[config.mk]
export PLATFORM = sky130hd
export DESIGN_NAME = muxport_seq
export DESIGN_NICKNAME = d
export VERILOG_FILES = /design/src/rtl/muxport_pkg.sv /design/src/rtl/muxport_min_clamp.sv /design/src/rtl/muxport_phase_timer.sv /design/src/rtl/muxport_seq.sv
export SDC_FILE = /design/constraint.sdc
export NUM_CORES = 1
export LEC_CHECK = 0
export ABC_AREA = 1
export BUFFER_PORTS_ARGS = -buffer_cell sky130_fd_sc_hd__buf_2
export CAP_MARGIN = 20
export CELL_PAD_IN_SITES_DETAIL_PLACEMENT = 1
export CELL_PAD_IN_SITES_GLOBAL_PLACEMENT = 2
export CORE_ASPECT_RATIO = 0.6
export CORE_UTILIZATION = 29
export CTS_CLUSTER_DIAMETER = 40
export DETAILED_ROUTE_END_ITERATION = 6
export PLACE_DENSITY = 0.85
export REMOVE_ABC_BUFFERS = 1
export SLEW_MARGIN = 20
export SYNTH_ARGS = -nofsm -noshare
export SYNTH_HDL_FRONTEND = slang
export SYNTH_SLANG_ARGS = --single-unit
[constraint.sdc]
create_clock -name clk -period 3.53 [get_ports clk]
set_input_delay 0 -clock clk [delete_from_list [all_inputs] [get_ports clk]]
set_output_delay 0 -clock clk [all_outputs]
set_load 0.005 [all_outputs]
[src/rtl/muxport_pkg.sv]
package muxport_pkg;

    typedef enum logic [2:0] {
        ST_IDLE  = 3'd0,
        ST_ADDR  = 3'd1,
        ST_SETUP = 3'd2,
        ST_STRB  = 3'd3,
        ST_HOLD  = 3'd4,
        ST_RECOV = 3'd5
    } seq_state_e;

    localparam int NUM_PHASES = 5;

    // Lowest legal field value per phase index (addr, setup, strobe, hold, recovery)
    function automatic int phase_min(input int idx);
        case (idx)
            0: return 2;
            1: return 2;
            2: return 1;
            default: return 0;
        endcase
    endfunction

endpackage

[src/rtl/muxport_min_clamp.sv]
module muxport_min_clamp #(
    parameter int W   = 4,
    parameter int MIN = 0
) (
    input  logic [W-1:0] raw,
    output logic [W-1:0] val
);
    generate
        if (MIN == 0) begin : g_pass
            assign val = raw;
        end else begin : g_clamp
            localparam logic [W-1:0] MIN_V = W'(MIN);
            assign val = (raw < MIN_V) ? MIN_V : raw;
        end
    endgenerate
endmodule

[src/rtl/muxport_phase_timer.sv]
module muxport_phase_timer #(
    parameter int CNT_W = 4
) (
    input  logic             clk,
    input  logic             rst_n,
    input  logic             load,
    input  logic [CNT_W-1:0] load_val,
    output logic             expired
);
    logic [CNT_W-1:0] cnt;

    always_ff @(posedge clk or negedge rst_n) begin
        if (!rst_n)
            cnt <= '0;
        else if (load)
            cnt <= load_val;
        else if (cnt != '0)
            cnt <= cnt - 1'b1;
    end

    assign expired = (cnt == '0);
endmodule

[src/rtl/muxport_seq.sv]
module muxport_seq
    import muxport_pkg::*;
#(
    parameter int DATA_W = 16,
    parameter int CTL_W  = 2,
    parameter int CNT_W  = 4
) (
    input  logic              clk,
    input  logic              rst_n,
    input  logic              req,
    input  logic              req_write,
    input  logic [CTL_W-1:0]  req_addr,
    input  logic [DATA_W-1:0] req_wdata,
    input  logic [CNT_W-1:0]  cfg_addr,
    input  logic [CNT_W-1:0]  cfg_setup,
    input  logic [CNT_W-1:0]  cfg_strb,
    input  logic [CNT_W-1:0]  cfg_hold,
    input  logic [CNT_W-1:0]  cfg_recov,
    input  logic              dev_wait_n,
    input  logic [DATA_W-1:0] bus_in,
    output logic              cs_n,
    output logic              rw_n,
    output logic [CTL_W-1:0]  ctl,
    output logic              ds_n,
    output logic [DATA_W-1:0] bus_out,
    output logic              bus_oe,
    output logic [DATA_W-1:0] rd_data,
    output logic              done,
    output logic              busy
);
    seq_state_e state, state_nxt;

    logic [CNT_W-1:0]  cfg_raw [NUM_PHASES];
    logic [CNT_W-1:0]  cfg_eff [NUM_PHASES];
    logic [CNT_W-1:0]  load_val;
    logic              load, expired, stall, adv, wait_q;
    logic              lat_write;
    logic [CTL_W-1:0]  lat_addr;
    logic [DATA_W-1:0] lat_wdata;

    assign cfg_raw[0] = cfg_addr;
    assign cfg_raw[1] = cfg_setup;
    assign cfg_raw[2] = cfg_strb;
    assign cfg_raw[3] = cfg_hold;
    assign cfg_raw[4] = cfg_recov;

    // Per-phase floor on the programmed length
    generate
        for (genvar i = 0; i < NUM_PHASES; i++) begin : g_clamp
            muxport_min_clamp #(.W(CNT_W), .MIN(phase_min(i))) u_clamp (
                .raw (cfg_raw[i]),
                .val (cfg_eff[i])
            );
        end
    endgenerate

    muxport_phase_timer #(.CNT_W(CNT_W)) u_timer (
        .clk      (clk),
        .rst_n    (rst_n),
        .load     (load),
        .load_val (load_val),
        .expired  (expired)
    );

    // Wait is honoured in address and strobe phases, plus one clock after release
    assign stall = ((state == ST_ADDR) || (state == ST_STRB)) && (!dev_wait_n || wait_q);
    assign adv   = expired && !stall;

    always_comb begin
        state_nxt = state;
        unique case (state)
            ST_IDLE:  if (req) state_nxt = ST_ADDR;
            ST_ADDR:  if (adv) state_nxt = ST_SETUP;
            ST_SETUP: if (adv) state_nxt = ST_STRB;
            ST_STRB:  if (adv) state_nxt = ST_HOLD;
            ST_HOLD:  if (adv) state_nxt = ST_RECOV;
            ST_RECOV: if (adv) state_nxt = ST_IDLE;
            default:  state_nxt = ST_IDLE;
        endcase
    end

    assign load = (state_nxt != state);

    always_comb begin
        unique case (state_nxt)
            ST_ADDR:  load_val = cfg_eff[0];
            ST_SETUP: load_val = cfg_eff[1];
            ST_STRB:  load_val = cfg_eff[2];
            ST_HOLD:  load_val = cfg_eff[3];
            ST_RECOV: load_val = cfg_eff[4];
            default:  load_val = '0;
        endcase
    end

    // State register
    always_ff @(posedge clk or negedge rst_n) begin
        if (!rst_n)
            state <= ST_IDLE;
        else
            state <= state_nxt;
    end

    // Request latch, wait history, read capture and completion pulse
    always_ff @(posedge clk or negedge rst_n) begin
        if (!rst_n) begin
            wait_q    <= 1'b0;
            lat_write <= 1'b0;
            lat_addr  <= '0;
            lat_wdata <= '0;
            rd_data   <= '0;
            done      <= 1'b0;
        end else begin
            wait_q <= !dev_wait_n;
            done   <= (state == ST_HOLD) && adv;
            if ((state == ST_IDLE) && req) begin
                lat_write <= req_write;
                lat_addr  <= req_addr;
                lat_wdata <= req_wdata;
            end
            if ((state == ST_STRB) && adv && !lat_write)
                rd_data <= bus_in;
        end
    end

    // Pin outputs decoded from the state
    always_comb begin
        cs_n    = 1'b1;
        ds_n    = 1'b1;
        rw_n    = 1'b1;
        ctl     = '0;
        bus_oe  = 1'b0;
        bus_out = '0;
        busy    = 1'b1;
        unique case (state)
            ST_IDLE: busy = 1'b0;
            ST_ADDR: begin
                cs_n = 1'b0;
                rw_n = !lat_write;
                ctl  = lat_addr;
            end
            ST_SETUP, ST_STRB, ST_HOLD: begin
                cs_n    = 1'b0;
                rw_n    = !lat_write;
                ctl     = lat_addr;
                ds_n    = (state != ST_STRB);
                bus_oe  = lat_write;
                bus_out = lat_write ? lat_wdata : '0;
            end
            ST_RECOV: ;
            default: busy = 1'b0;
        endcase
    end
endmodule

## Word level (Yosys, flattened, before mapping)

Cells that the tools add are included.

- Flip-flop bits (word level): 44
- Bits of input ports: 59
- Output and inout bits: 40
- Word-level logic and storage cells: 63

- Add/subtract/negate cells: 1
- Order comparisons: 3
- Eq/ne operators: 12
- Muxes and demuxes: 21
- Reduce and logical (&&, ||, !) cells: 18

Operators with widths:

| kind | number |
|---|---|
| 2-to-1 mux 16 bit | 2 |
| 2-to-1 mux 4 bit | 5 |
| one-hot mux 4 bit (5 select lines) | 1 |
| 2-to-1 mux 3 bit | 6 |
| one-hot mux 3 bit (6 select lines) | 1 |
| == test 3 x 2 -> 1 bit, second input constant | 4 |
| == test 3 bit, second input constant | 4 |
| < comparator 4 x 2 -> 1 bit, second input constant | 2 |
| == test 3 x 1 -> 1 bit, second input constant | 2 |
| logical AND 1 bit | 6 |
| 2-to-1 mux 1 bit | 5 |
| OR reduction 5 bit | 1 |
| logical NOT 4 bit | 1 |
| < comparator 4 x 1 -> 1 bit, second input constant | 1 |
| nonzero test 4 bit | 1 |
| OR reduction 4 bit | 1 |
| subtractor 4 x 1 -> 4 bit, second input constant | 1 |
| logical NOT 1 bit | 3 |
| logical NOT 3 bit | 1 |
| inequality test 3 x 2 -> 1 bit, second input constant | 1 |
| inequality test 3 bit | 1 |
| OR reduction 3 bit | 1 |
| logical OR 1 bit | 2 |
| 2-to-1 mux 2 bit | 1 |
| nonzero test 2 bit | 1 |

## Longest topological paths before layout

- Word-level depth: 10
- Mapped depth: 13
- Gate-level depth less buffers: 13

## By module

From an unflattened synthesis, not the netlist that was laid out.

- Cell total of the unflattened synthesis: 316
- Area, all modules: 2433.6 um^2

By module, submodules not included:

| module | times used | cells an instance | area an instance (um^2) | sequential area each (um^2) |
|---|---|---|---|---|
| muxport_seq | 1 | 252 | 2043.2 | 1001.0 |
| muxport_phase_timer | 1 | 34 | 242.7 | 100.1 |
| muxport_min_clamp at g_clamp[3].u_clamp ... | 2 | 4 | 30.0 | 0.0 |
| muxport_min_clamp at g_clamp[0].u_clamp ... | 2 | 7 | 28.8 | 0.0 |
| muxport_min_clamp at g_clamp[2].u_clamp | 1 | 8 | 30.0 | 0.0 |

## Worst setup path after synthesis

Ideal clock, no wire load.

- Kind: register to register
- Start point: register u_timer.cnt[0]
- End point: register rd_data[10]
- Library setup time: 0.125 ns
- Arrival: 1.575 ns
- Required time: 3.405 ns
- Path slack: 1.830 ns
- Stages on the path, launching flop included: 10
- Buffers on the path: 1
- Clock period less this slack: 1.700 ns
- Cells stage by stage: dfrtp_1 inv_1 ha_1 nand2_2 nor2_4 nand2_2 inv_2 nand3_4 buf_6 mux2_4

- Longest elaborated chain between the ends: 4

Ends and longest elaborated chain:

| element | RTL line | text |
|---|---|---|
| start: declaration | muxport_phase_timer.sv:10 | `logic [CNT_W-1:0] cnt;` |
| start signal: assignment | muxport_phase_timer.sv:16 | `cnt <= load_val;` |
| start signal: assignment | muxport_phase_timer.sv:18 | `cnt <= cnt - 1'b1;` |
| logical NOT 4 bit | muxport_phase_timer.sv:21 | `assign expired = (cnt == '0);` |
| logical AND 1 bit | muxport_seq.sv:67 | `assign adv = expired && !stall;` |
| logical AND 1 bit (2 in a row) | muxport_seq.sv:120 | `if ((state == ST_STRB) && adv && !lat_write)` |
| end signal: assignment | muxport_seq.sv:121 | `rd_data <= bus_in;` |
| end: declaration | muxport_seq.sv:27 | `output logic [DATA_W-1:0] rd_data,` |

Every way passes these cells.
A chain may end at the register's enable or synchronous reset.

## Worst setup path after layout

- Start point: register u_timer.cnt[0]
- End point: register u_timer.cnt[3]

- Longest elaborated chain between the ends: 7
- Elaborated cells on any way between the ends: 20
- Classes of those cells: add/sub (1); eq/ne (6); mux (9); reduce/logical (4)

Ends and longest elaborated chain:

| element | RTL line | text |
|---|---|---|
| logical NOT 4 bit * | muxport_phase_timer.sv:21 |  |
| logical AND 1 bit * | muxport_seq.sv:67 |  |
| 2-to-1 mux 3 bit, on equally long branches | n/a |  |
| one-hot mux 3 bit (6 select lines) * | muxport_seq.sv:71 | `unique case (state)` |
| named net state_nxt[1] | muxport_seq.sv:31 | `seq_state_e state, state_nxt;` |
| == test 3 bit, or another cell as far along | muxport_seq.sv:85 | `unique case (state_nxt)` |
| one-hot mux 4 bit (5 select lines) | muxport_seq.sv:85 |  |
| 2-to-1 mux 4 bit | muxport_phase_timer.sv:15 | `else if (load)` |

Mark *: on every way through the listed nets, which the timed path passes. The rest lies on a longest branch. The select of a mux whose other input is x is not followed.

==> reports/qor.txt <==
GR Util All Layers: 17.1%
Largest net degree at the start of global routing: 45
Worst R2R Path Depth: 11
Unrepaired setup endpoints after global routing: no
Worst VDD drop: 0.000280 V
Outcome: completed
R2r startpoint: u_timer.cnt[0]$_DFFE_PN0P_
Die extent in x: 118 um
Sink Count: 44
Final Hold Viols: 0
Lkg Pwr: 1.90 nW
Relative slew slack: 61.8%
Worst R2R Setup Slack: 1.54 ns
Top FF cell, synth: dfrtp_1
Die H: 71.7 um
WP data required: 3.68 ns
Storage cell area: 0.00110 mm2
Die Area: 0.00848 mm2
Overall power: 2.55 mW
GRT met3 Usage: 4.22%
CTS buffer count: 5
Pwr dens: 725 mW/mm2
Port bufs: 98
Final TNS setup: 0 ns
Later-pin clock latency in the skew report: 0.28 ns
DRC violations left: 0
Worst setup margin: 1.54 ns
Drt first pass iters: 4
Crit share post-route: 56.3%
Setup-failing EPs final: 0
Max cap viols: 0
Setup WS pre-CTS: 1.56 ns
Max Transition Viols Final: 0
Clk pin slew, worst setup/hold paths: 0.06 ns
CP Max Fanout: 5
Synth Instances: 268
Crit path DAT: 2.14 ns
FMAX: 503 MHz
CP Launch Type: flip-flop
H-tree levels: 2
Count leader, synth: nand2_1
Crit path capture: u_timer.cnt[3]$_DFFE_PN0P_
Number of synthesized flops with an enable pin: 0
Post-Syn Area: 0.00235 mm2
Worst-margin pin slew: 0.573 ns
FP Rows: 25
Vias/cell: 4.29
Largest cells by area after synthesis: dfrtp_1 (47%), nand2_1 (8.0%), mux2_4 (6.4%), inv_1 (5.9%), o21ai_0 (5.5%)
R2r endpoint: u_timer.cnt[3]$_DFFE_PN0P_
# resized after CTS: 0
Met2 usage: 25.9%
Min cycle time layout: 1.99 ns
Top Ports: 99
Post-CTS setup buffers: 0
DR WL/cell: 13.0 um
Max clock buf depth: 2
CTS tree: built
Synth warnings: 0
Mapped Avg Cell Area: 8.77 um2
Root buffer cell: clkbuf_16
GRT overflow: 0
Worst Setup SP: u_timer.cnt[0]$_DFFE_PN0P_
P&R area growth vs syn: 49.5%
Post-synth top cells: nand2_1 (50), dfrtp_1 (44), inv_1 (37)
First-pass GRT wire length: 11,200 um
Area of the multi-input gates: 0.00102 mm2
Synth top area share: 46.9%
Routed WL: 6670 um
Crit path capture type: flip-flop
Hold Crit Class: in -> reg
Layout cells sized above 1: 36.9%
Post-synth top area cell: dfrtp_1
Number of DRC violations after detailed-routing iteration 0: 64
Vias in the first global route: 2,178
Diodes inserted: 0
Sequential share of the synthesized area: 46.9%
Met1 Usage GRT: 24.6%
Initial antenna violation count: 1
Routability cong.: 0.833
Synth Register Bits: 44
Type of the worst setup path: reg -> reg
Vias: 2,197
Nets: 463
Post-synth cell types: 29
Most used routing layer in global routing: met2
Dpl hpwl: 4780 um
Async S/R FF share, synth: 100%
Initial Util: 29.9%
Post-route ant nets: 0
Fin Clk Skew: 0.00391 ns
Core area: 0.00785 mm2
# fillers: 950
[cell usage in the layout (no fill, tap or decap), types with 2 or more instances in the layout]
cell type       n
nand3_1        17
nand4_1         2
buf_4           2
inv_1          37
o21ai_0        26
nand3_4         2
mux2_4         10
o21ai_1         2
inv_2           6
nor2_1         30
mux2_2          6
buf_2          97
clkbuf_16       5
bufinv_16       3
nand2_1        50
nor2_2          2
o21bai_1        2
nor2_4          7
nand2_2         4
dfrtp_1        44
dlygate4sd3_1  37
a21oi_1         5
[worst max-delay path, stage by stage (launching register included)]
cell	delay (ns)
dfrtp_1	0.39
inv_1	0.10
ha_1	0.21
nand2_2	0.10
nor2_4	0.17
nand3_1	0.19
nor2_1	0.24
nor2_4	0.07
nand3_1	0.09
nand2_1	0.09
o21bai_1	0.15
a21oi_1	0.08
[worst min-delay path by stage]
stage / from / to / depth (start not counted)
after floorplan: rst_n / done$_DFF_PN0_ / 0
after global placement: dev_wait_n / wait_q$_DFF_PN0_ / 2
after detailed placement: dev_wait_n / wait_q$_DFF_PN0_ / 2
after CTS: cfg_addr[2] / u_timer.cnt[2]$_DFFE_PN0P_ / 5
after global routing: cfg_strb[3] / u_timer.cnt[3]$_DFFE_PN0P_ / 5
final: cfg_recov[3] / u_timer.cnt[3]$_DFFE_PN0P_ / 5
[routing by layer]
layer | routed length [um] | vias to the layer above
li1 | - | 1110
met4 | 42 | 2
met1 | 3410 | 1006
met5 | 10 | -
met3 | 370 | 6
met2 | 2830 | 73
[registers in the layout, indices dropped and copies added (netlist names)]
name and count:
lat_write 1, u_timer.cnt 4, wait_q 1, rd_data 16
lat_addr 2, state 3, done 1, lat_wdata 16
[through the flow]
step / utilization [%] / cells / cell area (um2) / hold slack, ns
finish: 44.7 / 512 / 3510 / 0.135
global route: 44.7 / 512 / 3510 / 0.160
CTS: 44.7 / 512 / 3510 / 0.130
detailed placement: 37.3 / 467 / 2930 / 0.166
global placement: 37.3 / 467 / 2930 / 0.163
floorplan: - / 260 / 2290 / -0.296
[cells by family after synthesis]
group	count (synthesis)	synth area share [%]
flip-flops	44	46.9
AND/OR/NAND/NOR	117	25.0
buffers and inverters	52	9.58
adder cells (fa/ha/maj)	1	0.532
AO/OA/AOI/OAI	38	8.79
multiplexers	16	9.26
[repair_timing]
item,CTS,global route
hold buffers,37,0
endpoints found under the hold margin,80,0
endpoints found under the setup margin,0,0
[cell type report]
class | count | area share [%]
inverters | 44 | 4.77
well taps | 108 | 3.85
clock inverters | 3 | 2.56
multi-input cells | 172 | 29.1
clock buffers | 5 | 3.56
repair buffers | 136 | 24.8
flip-flops and latches | 44 | 31.3
[power breakdown]
group | total [mW] | switching (mW) | internal, mW | leakage [nW]
combinational | 1.04 | 0.598 | 0.438 | 1.23
clock | 0.667 | 0.190 | 0.477 | 0.104
sequential | 0.844 | 0.125 | 0.719 | 0.567
No activity file was read; power rests on OpenSTA's default activity.
